===== src/rtl/hpi_pkg.sv =====
package hpi_pkg;
  typedef enum logic [1:0] {
    FN_CTRL     = 2'b00,
    FN_DATA_INC = 2'b01,
    FN_ADDR     = 2'b10,
    FN_DATA_FIX = 2'b11
  } host_fn_e;

  localparam logic [7:0] OFS_PMGT  = 8'h04;
  localparam logic [7:0] OFS_CTRL  = 8'h30;
  localparam logic [7:0] OFS_WADDR = 8'h34;
  localparam logic [7:0] OFS_RADDR = 8'h38;

  localparam int CB_DUAL = 0;
  localparam int CB_ASEL = 1;
  localparam int CB_CIRQ = 2;
  localparam int CB_HIRQ = 3;

  // word step of the data address
  function automatic logic [31:0] addr_step(input logic [31:0] a);
    return a + 32'd4;
  endfunction

  // visible control word; the CPU-interrupt bit always reads 0
  function automatic logic [3:0] ctrl_word(input logic dual, input logic asel, input logic hirq);
    return {hirq, 1'b0, asel, dual};
  endfunction
endpackage


===== src/rtl/hpi_pin_sync.sv =====
module hpi_pin_sync #(
  parameter int W = 1,
  parameter logic [W-1:0] RST_VAL = '0
) (
  input  logic         clk,
  input  logic         rst_n,
  input  logic [W-1:0] d,
  output logic [W-1:0] q
);
  logic [W-1:0] meta_q;

  always_ff @(posedge clk or negedge rst_n) begin
    if (!rst_n) begin
      meta_q <= RST_VAL;
      q      <= RST_VAL;
    end else begin
      meta_q <= d;
      q      <= meta_q;
    end
  end
endmodule


===== src/rtl/hpi_strobe_edge.sv =====
module hpi_strobe_edge (
  input  logic clk,
  input  logic rst_n,
  input  logic act,
  output logic act_q,
  output logic rise,
  output logic fall
);
  always_ff @(posedge clk or negedge rst_n) begin
    if (!rst_n) act_q <= 1'b0;
    else        act_q <= act;
  end

  assign rise = act & ~act_q;
  assign fall = ~act & act_q;
endmodule


===== src/rtl/hpi_slave.sv =====
module hpi_slave
  import hpi_pkg::*;
#(
  parameter int DW  = 32,
  parameter int AW  = 16,
  parameter int PMW = 4
) (
  input  logic          clk,
  input  logic          rst_n,
  input  logic          sel_n,
  input  logic          stb_a_n,
  input  logic          stb_b_n,
  input  logic          rnw,
  input  logic [1:0]    fn,
  input  logic [DW-1:0] hd_in,
  output logic [DW-1:0] hd_out,
  output logic          hd_oe,
  output logic          host_irq_n,
  output logic          mem_req,
  output logic          mem_we,
  output logic [AW-1:0] mem_addr,
  output logic [DW-1:0] mem_wdata,
  input  logic [DW-1:0] mem_rdata,
  input  logic          cpu_sel,
  input  logic          cpu_we,
  input  logic [7:0]    cpu_addr,
  input  logic [DW-1:0] cpu_wdata,
  output logic [DW-1:0] cpu_rdata,
  output logic          cpu_irq
);
  localparam int NPIN = 6;
  localparam logic [NPIN-1:0] PIN_RST = 6'b111000;

  // synchronized pins: [5] select, [4] strobe A, [3] strobe B, [2] dir, [1:0] function
  logic [NPIN-1:0] pins_s;
  logic [DW-1:0]   dat_s;

  hpi_pin_sync #(.W(NPIN), .RST_VAL(PIN_RST)) u_pin_sync (
    .clk(clk), .rst_n(rst_n),
    .d({sel_n, stb_a_n, stb_b_n, rnw, fn}), .q(pins_s));

  hpi_pin_sync #(.W(DW), .RST_VAL('0)) u_dat_sync (
    .clk(clk), .rst_n(rst_n), .d(hd_in), .q(dat_s));

  // named events for the checker
  logic act_w, act_q_w, start_w, fin_w;
  assign act_w = ~pins_s[5] & (pins_s[4] ^ pins_s[3]);

  hpi_strobe_edge u_edge (
    .clk(clk), .rst_n(rst_n), .act(act_w),
    .act_q(act_q_w), .rise(start_w), .fall(fin_w));

  host_fn_e fn_s;
  assign fn_s = host_fn_e'(pins_s[1:0]);

  host_fn_e        cur_fn;
  logic            cur_rnw, rd_pend;
  logic [DW-1:0]   rbuf;
  logic [AW-1:0]   waddr_q, raddr_q;
  logic            dual_q, asel_q, hirq_q, cirq_q;
  logic [PMW-1:0]  pm_q;

  logic [AW-1:0] eff_raddr, sel_addr, nxt_w, nxt_r;
  logic host_wr_fin, host_ctrl_wr, host_addr_wr, rd_issue, inc_w, fix_w;
  logic cpu_ctrl_wr, cpu_pm_wr, hirq_set, hirq_clr;

  assign eff_raddr    = dual_q ? raddr_q : waddr_q;
  assign sel_addr     = (dual_q && asel_q) ? raddr_q : waddr_q;
  assign nxt_w        = AW'(addr_step(32'(waddr_q)));
  assign nxt_r        = AW'(addr_step(32'(raddr_q)));
  assign host_wr_fin  = fin_w & ~cur_rnw;
  assign host_ctrl_wr = host_wr_fin & (cur_fn == FN_CTRL);
  assign host_addr_wr = host_wr_fin & (cur_fn == FN_ADDR);
  assign inc_w        = fin_w & (cur_fn == FN_DATA_INC);
  assign fix_w        = fin_w & (cur_fn == FN_DATA_FIX);
  assign rd_issue     = start_w & pins_s[2] & fn_s[0];
  assign cpu_ctrl_wr  = cpu_sel & cpu_we & (cpu_addr == OFS_CTRL);
  assign cpu_pm_wr    = cpu_sel & cpu_we & (cpu_addr == OFS_PMGT);
  assign hirq_set     = cpu_ctrl_wr & cpu_wdata[CB_HIRQ];
  assign hirq_clr     = host_ctrl_wr & dat_s[CB_HIRQ];

  // memory port: reads at strobe start, writes at strobe end
  assign mem_we    = host_wr_fin & cur_fn[0];
  assign mem_req   = mem_we | rd_issue;
  assign mem_addr  = mem_we ? waddr_q : eff_raddr;
  assign mem_wdata = dat_s;

  // access capture and host read buffer
  always_ff @(posedge clk or negedge rst_n) begin
    if (!rst_n) begin
      cur_fn  <= FN_CTRL;
      cur_rnw <= 1'b0;
      rd_pend <= 1'b0;
      rbuf    <= '0;
    end else begin
      rd_pend <= rd_issue;
      if (start_w) begin
        cur_fn  <= fn_s;
        cur_rnw <= pins_s[2];
        if (pins_s[2] && fn_s == FN_CTRL) rbuf <= DW'(ctrl_word(dual_q, asel_q, hirq_q));
        if (pins_s[2] && fn_s == FN_ADDR) rbuf <= DW'(sel_addr);
      end
      if (rd_pend) rbuf <= mem_rdata;
    end
  end

  // address registers
  always_ff @(posedge clk or negedge rst_n) begin
    if (!rst_n) begin
      waddr_q <= '0;
      raddr_q <= '0;
    end else if (host_addr_wr) begin
      if (!dual_q) begin
        waddr_q <= dat_s[AW-1:0];
        raddr_q <= dat_s[AW-1:0];
      end else if (asel_q) raddr_q <= dat_s[AW-1:0];
      else                 waddr_q <= dat_s[AW-1:0];
    end else if (inc_w) begin
      if (!dual_q) begin
        waddr_q <= nxt_w;
        raddr_q <= nxt_w;
      end else if (cur_rnw) raddr_q <= nxt_r;
      else                  waddr_q <= nxt_w;
    end
  end

  // control, interrupts, power-management
  always_ff @(posedge clk or negedge rst_n) begin
    if (!rst_n) begin
      dual_q <= 1'b0;
      asel_q <= 1'b0;
      hirq_q <= 1'b0;
      cirq_q <= 1'b0;
      pm_q   <= '0;
    end else begin
      if (host_ctrl_wr) begin
        dual_q <= dat_s[CB_DUAL];
        asel_q <= dat_s[CB_ASEL];
      end
      cirq_q <= host_ctrl_wr & dat_s[CB_CIRQ];
      hirq_q <= hirq_set | (hirq_q & ~hirq_clr);
      if (cpu_pm_wr) pm_q <= cpu_wdata[PMW-1:0];
    end
  end

  always_comb begin
    cpu_rdata = '0;
    if (cpu_sel) begin
      case (cpu_addr)
        OFS_CTRL:  cpu_rdata = DW'(ctrl_word(dual_q, asel_q, hirq_q));
        OFS_WADDR: cpu_rdata = DW'(waddr_q);
        OFS_RADDR: cpu_rdata = DW'(raddr_q);
        OFS_PMGT:  cpu_rdata = DW'(pm_q);
        default:   cpu_rdata = '0;
      endcase
    end
  end

  assign hd_out     = rbuf;
  assign hd_oe      = act_w & act_q_w & cur_rnw;
  assign host_irq_n = ~hirq_q;
  assign cpu_irq    = cirq_q;
endmodule


===== config.mk =====
export PLATFORM = sky130hd
export DESIGN_NAME = hpi_slave
export DESIGN_NICKNAME = d
export VERILOG_FILES = /design/src/rtl/hpi_pkg.sv /design/src/rtl/hpi_pin_sync.sv /design/src/rtl/hpi_strobe_edge.sv /design/src/rtl/hpi_slave.sv
export SDC_FILE = /design/constraint.sdc
export NUM_CORES = 1
export LEC_CHECK = 0
export ABC_AREA = 1
export BUFFER_PORTS_ARGS = -buffer_cell sky130_fd_sc_hd__buf_4
export CAP_MARGIN = 20
export CORE_MARGIN = 4
export CORE_UTILIZATION = 49
export CTS_BUF_LIST = sky130_fd_sc_hd__clkbuf_16
export DETAILED_ROUTE_END_ITERATION = 8
export HOLD_SLACK_MARGIN = 0.08
export PLACE_DENSITY = 0.78
export SYNTH_ARGS = -nofsm -noshare
export SYNTH_HDL_FRONTEND = slang
export SYNTH_SLANG_ARGS = --single-unit
export TNS_END_PERCENT = 10

===== constraint.sdc =====
create_clock -name clk -period 2.17 [get_ports clk]
set_input_delay 0.434 -clock clk [delete_from_list [all_inputs] [get_ports clk]]
set_output_delay 0.434 -clock clk [all_outputs]
set_load 0.005 [all_outputs]

==> flow_summary.toml, run 1 <==
[status]
status = "complete, but fails checks"
violations = "setup timing"

[finish]
drive_above_1_share_pct = 28.49
final.fill_count = 1173
layoutNonFillerInstCount = 1219
final_area_um2 = 9335
diodes = 0
area_growth_pct = 33.42
layout.nets = 1142

[grt]
grt_max_degree = 54
grt_usage_pct = 24.79
grt_pass1_vias = 6125
grt-ovfl-total = 0
antenna_found_initial = 0
grt_pass1_wl_um = 31800

[critical_path]
path_class = "flip-flop to primary output"
path_delay_family = "simple AND/OR/NAND/NOR gates"
critPathLaunchType = "flip-flop"
worst-endpoint-arrival_ns = 2.01
crit_path_max_fanout = 8
cp-end-kind = "primary output"
cp_cell_sequence = "nand2_2 > nand2_2 > nor2_2 > nor3_4 > nand2_2 > nand2_4 > buf_12 > nor2_1 > a21oi_1 > buf_4"
slowest_stage = "dfstp_2"
max_stage_delay_ns = 0.54
required_ns = 1.74
crit_top_cell = "nand2_2"
crit_buf_inv = 2

[routing]
drc = 0
wl_per_cell_um = 16.49
wl_um = 20100
num_vias = 6464
first_pass_iters = 6
drt.antenna.violating_nets = 0
vias_per_cell = 5.303
dr.first_iter.drc_count = 618

[place]
gp_congestion = 0.9608
dpl.cell_count = 1184
place_ws_ns = -0.09325
portBuffers = 186
postPlaceCellArea_um2 = 8631
place_hpwl_um = 14590

[synth]
muxShareOfSynthArea_pct = 0.6438
yosys-top-cells-area = "dfrtp_1, nand2_1, nand3_1"
synth_top_family_by_area = "simple AND/OR/NAND/NOR gates"
syn_inst = 826
synth-simple-area-share_pct = 24.91
synthTopCellsByCount = "nand2_1, dfrtp_1, nand3_1, inv_1, o21ai_0"
async_flop_share_pct = 100.0
yosysMostFrequentCell = "nand2_1"
synth_top_cell_by_area = "dfrtp_1"
synth_edf_count = 0
synthAdderAreaFrac_pct = 0.3577
synth_seq_cells = 153
synth_top_cell_area_share_pct = 52.58
synth_xor_area_share_pct = 1.001
synth-warning-count = 0
synth_compound_area_share_pct = 10.16
synth_area_um2 = 6997
seq_area_frac_synth_pct = 54.83
synth-main-ff-cell = "dfrtp_1"
syn_area_per_cell_um2 = 8.471
yosysUniqueCellTypes = 36

[sta]
hold_viol = 0
setup_tns_ns = -3.657
maxSlewViolCount = 0
timing.fmax_ghz = 0.4098
final.min_clock_period_ns = 2.440
worst_pin_slew_ns = 0.5449
finalCritPeriodShare_pct = 112.5
setup_viol_count_final = 17
slew_headroom_pct = 63.67
grt_setup_unrepaired = "yes"
fin_ws_ns = -0.2703
fin_skew_ns = 0.008081

[pwr]
power_density_nw_per_um2 = 1015
ir_drop_mv = 0.7415
power.total_uw = 9479
leakage_uw = 0.004787

[clocking]
cts_buffer_depth = 2
cts_tree = "done"
cts_sinks = 153
clk_latency_ns = 0.42
cts-root-buf = "clkbuf_16"
numCtsBuffers = 17
cts_max_level = 4
path_clk_slew_ns = 0.06
cts_setup_buffers = 0

[die]
die_y_um = 127.5
die_w_um = 127.5
num_rows = 43
io-pin-count = 231
die_area_um2 = 16260
core_area_um2 = 13930
start_util_pct = 50.21

[job]
maxCapViolCount = 0

[hold_path]
hold_class = "primary input to flip-flop"
## through the flow
step | util, % | hold slack, ns
3_5_place_dp | 61.94 | 0.3347
2_1_floorplan | - | 0.1384
5_1_grt | 66.99 | 0.09554
6_report | 66.99 | 0.1152
3_3_place_gp | 61.94 | 0.3311
4_1_cts | 66.27 | 0.1061
## worst register-to-register path, cell delays in order (launching register included)
cell and delay (ns):
dfstp_2 0.54, nand2_2 0.07, nand2_2 0.06, nor2_2 0.05
buf_4 0.14, nor2_2 0.11, nand2_1 0.11, nand2_1 0.10
nand3_2 0.10, inv_2 0.27, nand2_1 0.16, nand2_1 0.08
## layout make-up
type                       count  area, µm²  share of cell area (%)
tap                          180      225.2                   2.413
multi-input combinational    568       2755                   29.51
timing repair buffer         216       1719                   18.42
clock inverter                15      110.1                   1.179
sequential                   153       3837                   41.11
inverter                      70      262.8                   2.815
clock buffer                  17      425.4                   4.557
## power breakdown
group	internal, µW	total, µW	switching [µW]
sequential	3340	3950	618
combinational	1260	2820	1560
clock	1550	2700	1150
## placed cells by master (no fill, tap or decap), types with 5 or more instances in the layout
cell       count
nand2_1      270
a21oi_1       18
buf_4        207
clkinv_2       6
o21ai_0       40
o21ai_2       10
nor2_1        43
o21ai_1       13
xor2_1         5
dfrtp_1      146
nand3_1       70
clkbuf_16     18
nand2_2       10
inv_1         67
nor2_2         5
nand4_1        9
a22o_1        16
o211ai_1      15
conb_1        16
dfstp_2        6
## routing by layer
| metal | vias up | GRT usage (%) | wire [µm] | share of wire (%) |
|---|---|---|---|---|
| li1 | 3053 | - | - | - |
| met1 | 3033 | 33.71 | 8024 | 40 |
| met2 | 347 | 39.27 | 9574 | 48 |
| met3 | 31 | 5.978 | 2108 | 10 |
| met4 | 0 | 8.202 | 394 | 2.0 |
| met5 | - | 0 | 0 | 0 |
## registers in the layout (all words and copies together), names as in the netlist, 2 cells and up
register           flops
cur_fn                 2
hd_out                32
pm_q                   4
raddr_q               16
u_dat_sync.meta_q     32
u_dat_sync.q          32
u_pin_sync.meta_q      6
u_pin_sync.q           6
waddr_q               16
## kinds of logic after synthesis
kind of cell | count (synthesis)
simple gates | 418
flops | 153
compound gates | 120
buf+inv | 120
xor+xnor | 8
mux | 4
fa+ha+maj | 2
other cells | 1
## worst paths after layout
path | from | cells past startpoint | slack [ns] | to
min in group asynchronous | rst_n | 2 | 0.54 | raddr_q[6]
setup / recovery | u_pin_sync.q[4] | 10 | -0.27 | mem_addr[9]
hold / removal | hd_in[3] | 1 | 0.12 | u_dat_sync.meta_q[3]
hold reg to reg | u_dat_sync.meta_q[10] | 0 | 0.35 | u_dat_sync.q[10]
max in group asynchronous | rst_n | 3 | 0.92 | u_dat_sync.q[13]
setup reg to reg | u_pin_sync.q[4] | 11 | 0.32 | raddr_q[10]
## timing repair
item	CTS	global route
setup endpoints to repair	28	30
gates resized for setup	25	23
gates cloned	1	1
hold endpoints to repair	44	0
hold buffers	1	0
pin swaps	0	0
Note: power is estimated with default switching activity, not from simulation.
==> run 2, diff against run 1 <==
- CTS_BUF_LIST: sky130_fd_sc_hd__clkbuf_16 -> not set
==> run 2 against run 1 <==
Effect of this change: the flow still finishes with violations (setup timing); clock power is 3% higher; highest routed layer unchanged; sequential power hardly changed; combinational power hardly changed; global-route usage is 0.14 points lower; design area is 0.16% higher; maximum frequency hardly changed; routed wire length hardly changed; worst setup slack better by 0.00080 ns; die area stayed put; critical endpoint unchanged.
==> flow_summary.toml, run 2 (synthesis results as in run 1) <==
[clocking]
cts-root-buf = "clkbuf_16"
clk_latency_ns = 0.42
cts_sinks = 153
cts_setup_buffers = 0
cts_buffer_depth = 2
numCtsBuffers = 17
cts_max_level = 4
cts_tree = "done"
path_clk_slew_ns = 0.06

[routing]
num_vias = 6434
dr.first_iter.drc_count = 677
wl_um = 20100
drc = 0
drt.antenna.violating_nets = 0
wl_per_cell_um = 16.49
first_pass_iters = 5
vias_per_cell = 5.278

[critical_path]
cp_cell_sequence = "nand2_2 > nand2_2 > nor2_2 > nor3_4 > nand2_2 > nand2_4 > buf_12 > nor2_1 > a21oi_1 > buf_4"
path_class = "flip-flop to primary output"
cp-end-kind = "primary output"
required_ns = 1.74
worst-endpoint-arrival_ns = 2.01
crit_top_cell = "nand2_2"
critPathLaunchType = "flip-flop"
max_stage_delay_ns = 0.54
path_delay_family = "simple AND/OR/NAND/NOR gates"
crit_path_max_fanout = 8
crit_buf_inv = 2
slowest_stage = "dfstp_2"

[finish]
layout_commonest_cell = "nand2_1"
final_area_um2 = 9350
layoutNonFillerInstCount = 1219
drive_above_1_share_pct = 28.68
layout.nets = 1142
diodes = 0
mostFrequentLayoutCells = "nand2_1, buf_4, dfrtp_1"
final.fill_count = 1178
area_growth_pct = 33.64

[pwr]
ir_drop_mv = 0.6796
power_density_nw_per_um2 = 1021
leakage_uw = 0.004789
power.total_uw = 9546

[sta]
worst_pin_slew_ns = 0.5393
setup_viol_count_final = 17
final.min_clock_period_ns = 2.440
grt_setup_unrepaired = "yes"
hold_viol = 0
timing.fmax_ghz = 0.4099
fin_skew_ns = 0.007376
maxSlewViolCount = 0
finalCritPeriodShare_pct = 112.4
slew_headroom_pct = 64.05
fin_ws_ns = -0.2695

[die]
die_w_um = 127.5
num_rows = 43
core_area_um2 = 13930
io-pin-count = 231
die_area_um2 = 16260
die_y_um = 127.5
start_util_pct = 50.21

[place]
gp_congestion = 0.9608
portBuffers = 186
postPlaceCellArea_um2 = 8631
place_hpwl_um = 14590
dpl.cell_count = 1184

[grt]
grt_max_degree = 54
grt-ovfl-total = 0
grtUsageMet3_pct = 5.686
grt_pass1_vias = 6086
met1_usage_pct = 33.57
grt_usage_pct = 24.64
grt_pass1_wl_um = 31550
busiest_layer = "met2"
use_met2_pct = 38.87
antenna_found_initial = 0

[job]
maxCapViolCount = 0

[status]
status = "complete, but fails checks"
violations = "setup timing"

[hold_path]
hold_class = "primary input to flip-flop"
==> run 2: cell types whose count changed in the layout (fill, tap and decap cells not counted), sizes merged <==
cell    before  now
clkbuf      18   21
clkinv       8    6
inv         72   71
==> run 2: what timing repair did <==
item                                    4_1_cts  5_1_grt
hold buffers                                  1        0
resized for setup                            24       23
cloned                                        1        1
endpoints found under the setup margin       28       30
hold endpoints to repair                     44        0
==> run 2: worst paths after layout <==
path,endpoint,slack [ns],startpoint,cells past startpoint
min in group asynchronous,raddr_q[6],0.53,rst_n,2
max in group asynchronous,u_dat_sync.q[13],0.92,rst_n,3
worst max-delay path,mem_addr[9],-0.27,u_pin_sync.q[4],10
worst min-delay path,u_dat_sync.meta_q[3],0.12,hd_in[3],1
worst min register to register,u_dat_sync.q[10],0.34,u_dat_sync.meta_q[10],0
worst max register to register,raddr_q[10],0.31,u_pin_sync.q[4],11
==> run 2: per-layer routing <==
metal | part of all wire, % | wire length [µm] | up-vias
met5 | 0 | 0 | -
met4 | 1.9 | 388 | 0
met3 | 11 | 2156 | 33
met1 | 40 | 8052 | 3006
li1 | - | - | 3053
met2 | 47 | 9501 | 342
==> run 2: worst reg2reg max path: stages, from the launching register on <==
cell and delay (ns):
dfstp_2 0.54, nand2_2 0.07, nand2_2 0.06, nor2_2 0.05, buf_4 0.14, nor2_2 0.12
nand2_1 0.12, nand2_1 0.10, nand3_2 0.10, inv_2 0.27, nand2_1 0.15, nand2_1 0.07
==> run 2: power breakdown <==
part	switching (µW)	internal [µW]
Clock	1160	1630
Combinational	1550	1260
Sequential	618	3340
Total	3320	6220
==> run 2: final cells by class <==
class,count,area [µm²],area share (%)
Clock buffer,20,456.7,4.884
Timing Repair Buffer,216,1719,18.39
Tap cell,180,225.2,2.409
Multi-Input combinational cell,568,2750,29.41
Inverter,70,262.8,2.810
Sequential cell,153,3837,41.04
Clock inverter,12,98.84,1.057
==> run 2: stage by stage <==
| stage | TNS, ns | util, % | hold slack, ns | worst slack, ns |
|---|---|---|---|---|
| after floorplan | 0 | - | 0.1384 | 0.3397 |
| after global placement | -0.3455 | 61.94 | 0.3311 | -0.06033 |
| after detailed placement | -0.6626 | 61.94 | 0.3347 | -0.09325 |
| after CTS | -3.950 | 66.39 | 0.1035 | -0.2904 |
| after global routing | -5.901 | 67.10 | 0.09517 | -0.3982 |
| final | -3.617 | 67.10 | 0.1161 | -0.2695 |
==> run 3, diff against run 2 <==
- clock period: 2.17 -> 3.09 ns (I/O delays scaled with it)
==> run 3 against run 2 <==
Effect of this change: the run now ends clean; power down 31%; register-to-register slack better by 0.65 ns; final cell count down 1.1%; critical path depth unchanged; flip-flop and latch count unchanged; clock-buffer cell count up 1; sequential share of layout area up 1.0 points; die area unchanged; design area down 2.5%.
==> flow_summary.toml, run 3 (synthesis results as in run 1) <==
[clocking]
cts-root-buf = "clkbuf_16"
cts_setup_buffers = 0
cts_buffer_depth = 2
numCtsBuffers = 17
cts_tree = "done"
clk_latency_ns = 0.43
path_clk_slew_ns = 0.07
cts_max_level = 4
cts_sinks = 153

[critical_path]
path_class = "flip-flop to primary output"
slowest_stage = "dfstp_2"
crit_buf_inv = 2
crit_top_cell = "nand2_1"
crit_path_max_fanout = 18
cp-end-kind = "primary output"
path_delay_family = "simple AND/OR/NAND/NOR gates"
max_stage_delay_ns = 0.54
required_ns = 2.47
cp_cell_sequence = "nand2_1 > nand2_1 > nor2_2 > nor3_4 > nand2_1 > nand2_4 > buf_4 > nand2_1 > o21ai_0 > buf_4"
worst-endpoint-arrival_ns = 2.21
critPathLaunchType = "flip-flop"

[routing]
num_vias = 6321
first_pass_iters = 5
met1_length_um = 8121
vias_per_cell = 5.241
highest_layer = "met4"
drt.antenna.violating_nets = 0
route.met2.wl_um = 9144
wl_um = 19630
wl_per_cell_um = 16.28
dr.first_iter.drc_count = 589
wl_met3_um = 1933
drc = 0

[pwr]
leakage_uw = 0.004682
pwr-share-clk_pct = 31.2
ir_drop_mv = 0.3575
swShare_pct = 34.33
pwr-share-comb_pct = 27.2
seq_power_share_pct = 41.6
p_int_uw = 4349
power_density_nw_per_um2 = 726.5
p_sw_uw = 2274

[grt]
grt_pass1_vias = 6057
grt_pass1_wl_um = 31480
grt_usage_pct = 24.65
antenna_found_initial = 0
grt_max_degree = 55
grt-ovfl-total = 0

[die]
io-pin-count = 231
num_rows = 43
die_w_um = 127.5
start_util_pct = 50.21
die_y_um = 127.5
die_area_um2 = 16260
core_area_um2 = 13930

[sta]
fin_skew_ns = 0.008946
setup_tns_ns = 0
holdWs_ns = 0.2914
grt_setup_unrepaired = "no"
finalCritPeriodShare_pct = 91.48
maxSlewViolCount = 0
timing.fmax_ghz = 0.3538
setup_viol_count_final = 0
final.min_clock_period_ns = 2.827
worst_pin_slew_ns = 0.5711
slew_headroom_pct = 61.88
hold_viol = 0

[finish]
post-route-util_pct = 65.42
area_growth_pct = 30.29
final_area_um2 = 9116
diodes = 0
layoutNonFillerInstCount = 1206
drive_above_1_share_pct = 24.95
layout.nets = 1129
mostFrequentLayoutCells = "nand2_1, buf_4, dfrtp_1"
layout_commonest_cell = "nand2_1"

[place]
portBuffers = 186
place_hpwl_um = 14740
dpl.cell_count = 1173
gp_congestion = 0.9719
postPlaceCellArea_um2 = 8511

[status]
status = "completed"

[job]
maxCapViolCount = 0

[hold_path]
hold_class = "primary input to flip-flop"
run 3: cell types whose count changed in the layout (fill, tap and decap cells not counted), sizes merged:
cell      delta
buf         -12
bufinv       +1
clkinv       -4
clkinvlp     -1
inv          +3
run 3: metrics by stage:
step	setup slack (ns)	power, µW
global route	0.08185	7030
floorplan	0.8917	3693
finish	0.2633	6623
CTS	0.1772	6630
global placement	0.3403	4507
detailed placement	0.2961	4549
run 3: layout make-up:
type / instances / area [µm²]
clock inverters: 11 / 137.6
inverters: 70 / 262.8
flip-flops and latches: 153 / 3836
repair buffers: 203 / 1543
clock buffers: 21 / 450.4
fillers: 1188 / 4818
well taps: 180 / 225.2
multi-input cells: 568 / 2661
run 3: path summary, 6_finish.rpt:
| kind | startpoint | to | slack [ns] | cells past startpoint |
|---|---|---|---|---|
| max reg2reg | dual_q | raddr_q[6] | 0.96 | 7 |
| max | u_pin_sync.q[3] | mem_addr[8] | 0.26 | 10 |
| min reg2reg | u_pin_sync.meta_q[2] | u_pin_sync.q[2] | 0.34 | 0 |
| min in group asynchronous | rst_n | hd_out[29] | 0.64 | 2 |
| min | hd_in[27] | u_dat_sync.meta_q[27] | 0.29 | 1 |
| max in group asynchronous | rst_n | u_dat_sync.q[25] | 1.70 | 3 |
run 3: power by group through the flow:
stage               clock [µW]  sequential (µW)  combinational, µW
floorplan                    0             2620               1070
global placement             0             2760               1750
detailed placement           0             2770               1780
CTS                       2100             2730               1790
global route              2210             2800               2030
finish                    2070             2760               1800
run 3: repair_timing:
item,CTS,global route
endpoints found under the hold margin,28,0
endpoints found under the setup margin,2,2
hold buffers,1,0
pin swaps,0,0
gates resized for setup,1,1
run 3: worst register-to-register path, cell delays in order, from the launching register on:
cell and delay, ns:
dfrtp_1 0.46, inv_1 0.46, nor2_1 0.13, nand4_1 0.14
nand3_2 0.27, inv_2 0.39, nand2_1 0.11, o21ai_1 0.10
run 3: layer usage:
metal,global-route usage [%],vias up
met3,5.309,33
met1,33.90,2976
li1,-,3012
met4,8.833,0
met2,38.80,300
met5,0,-
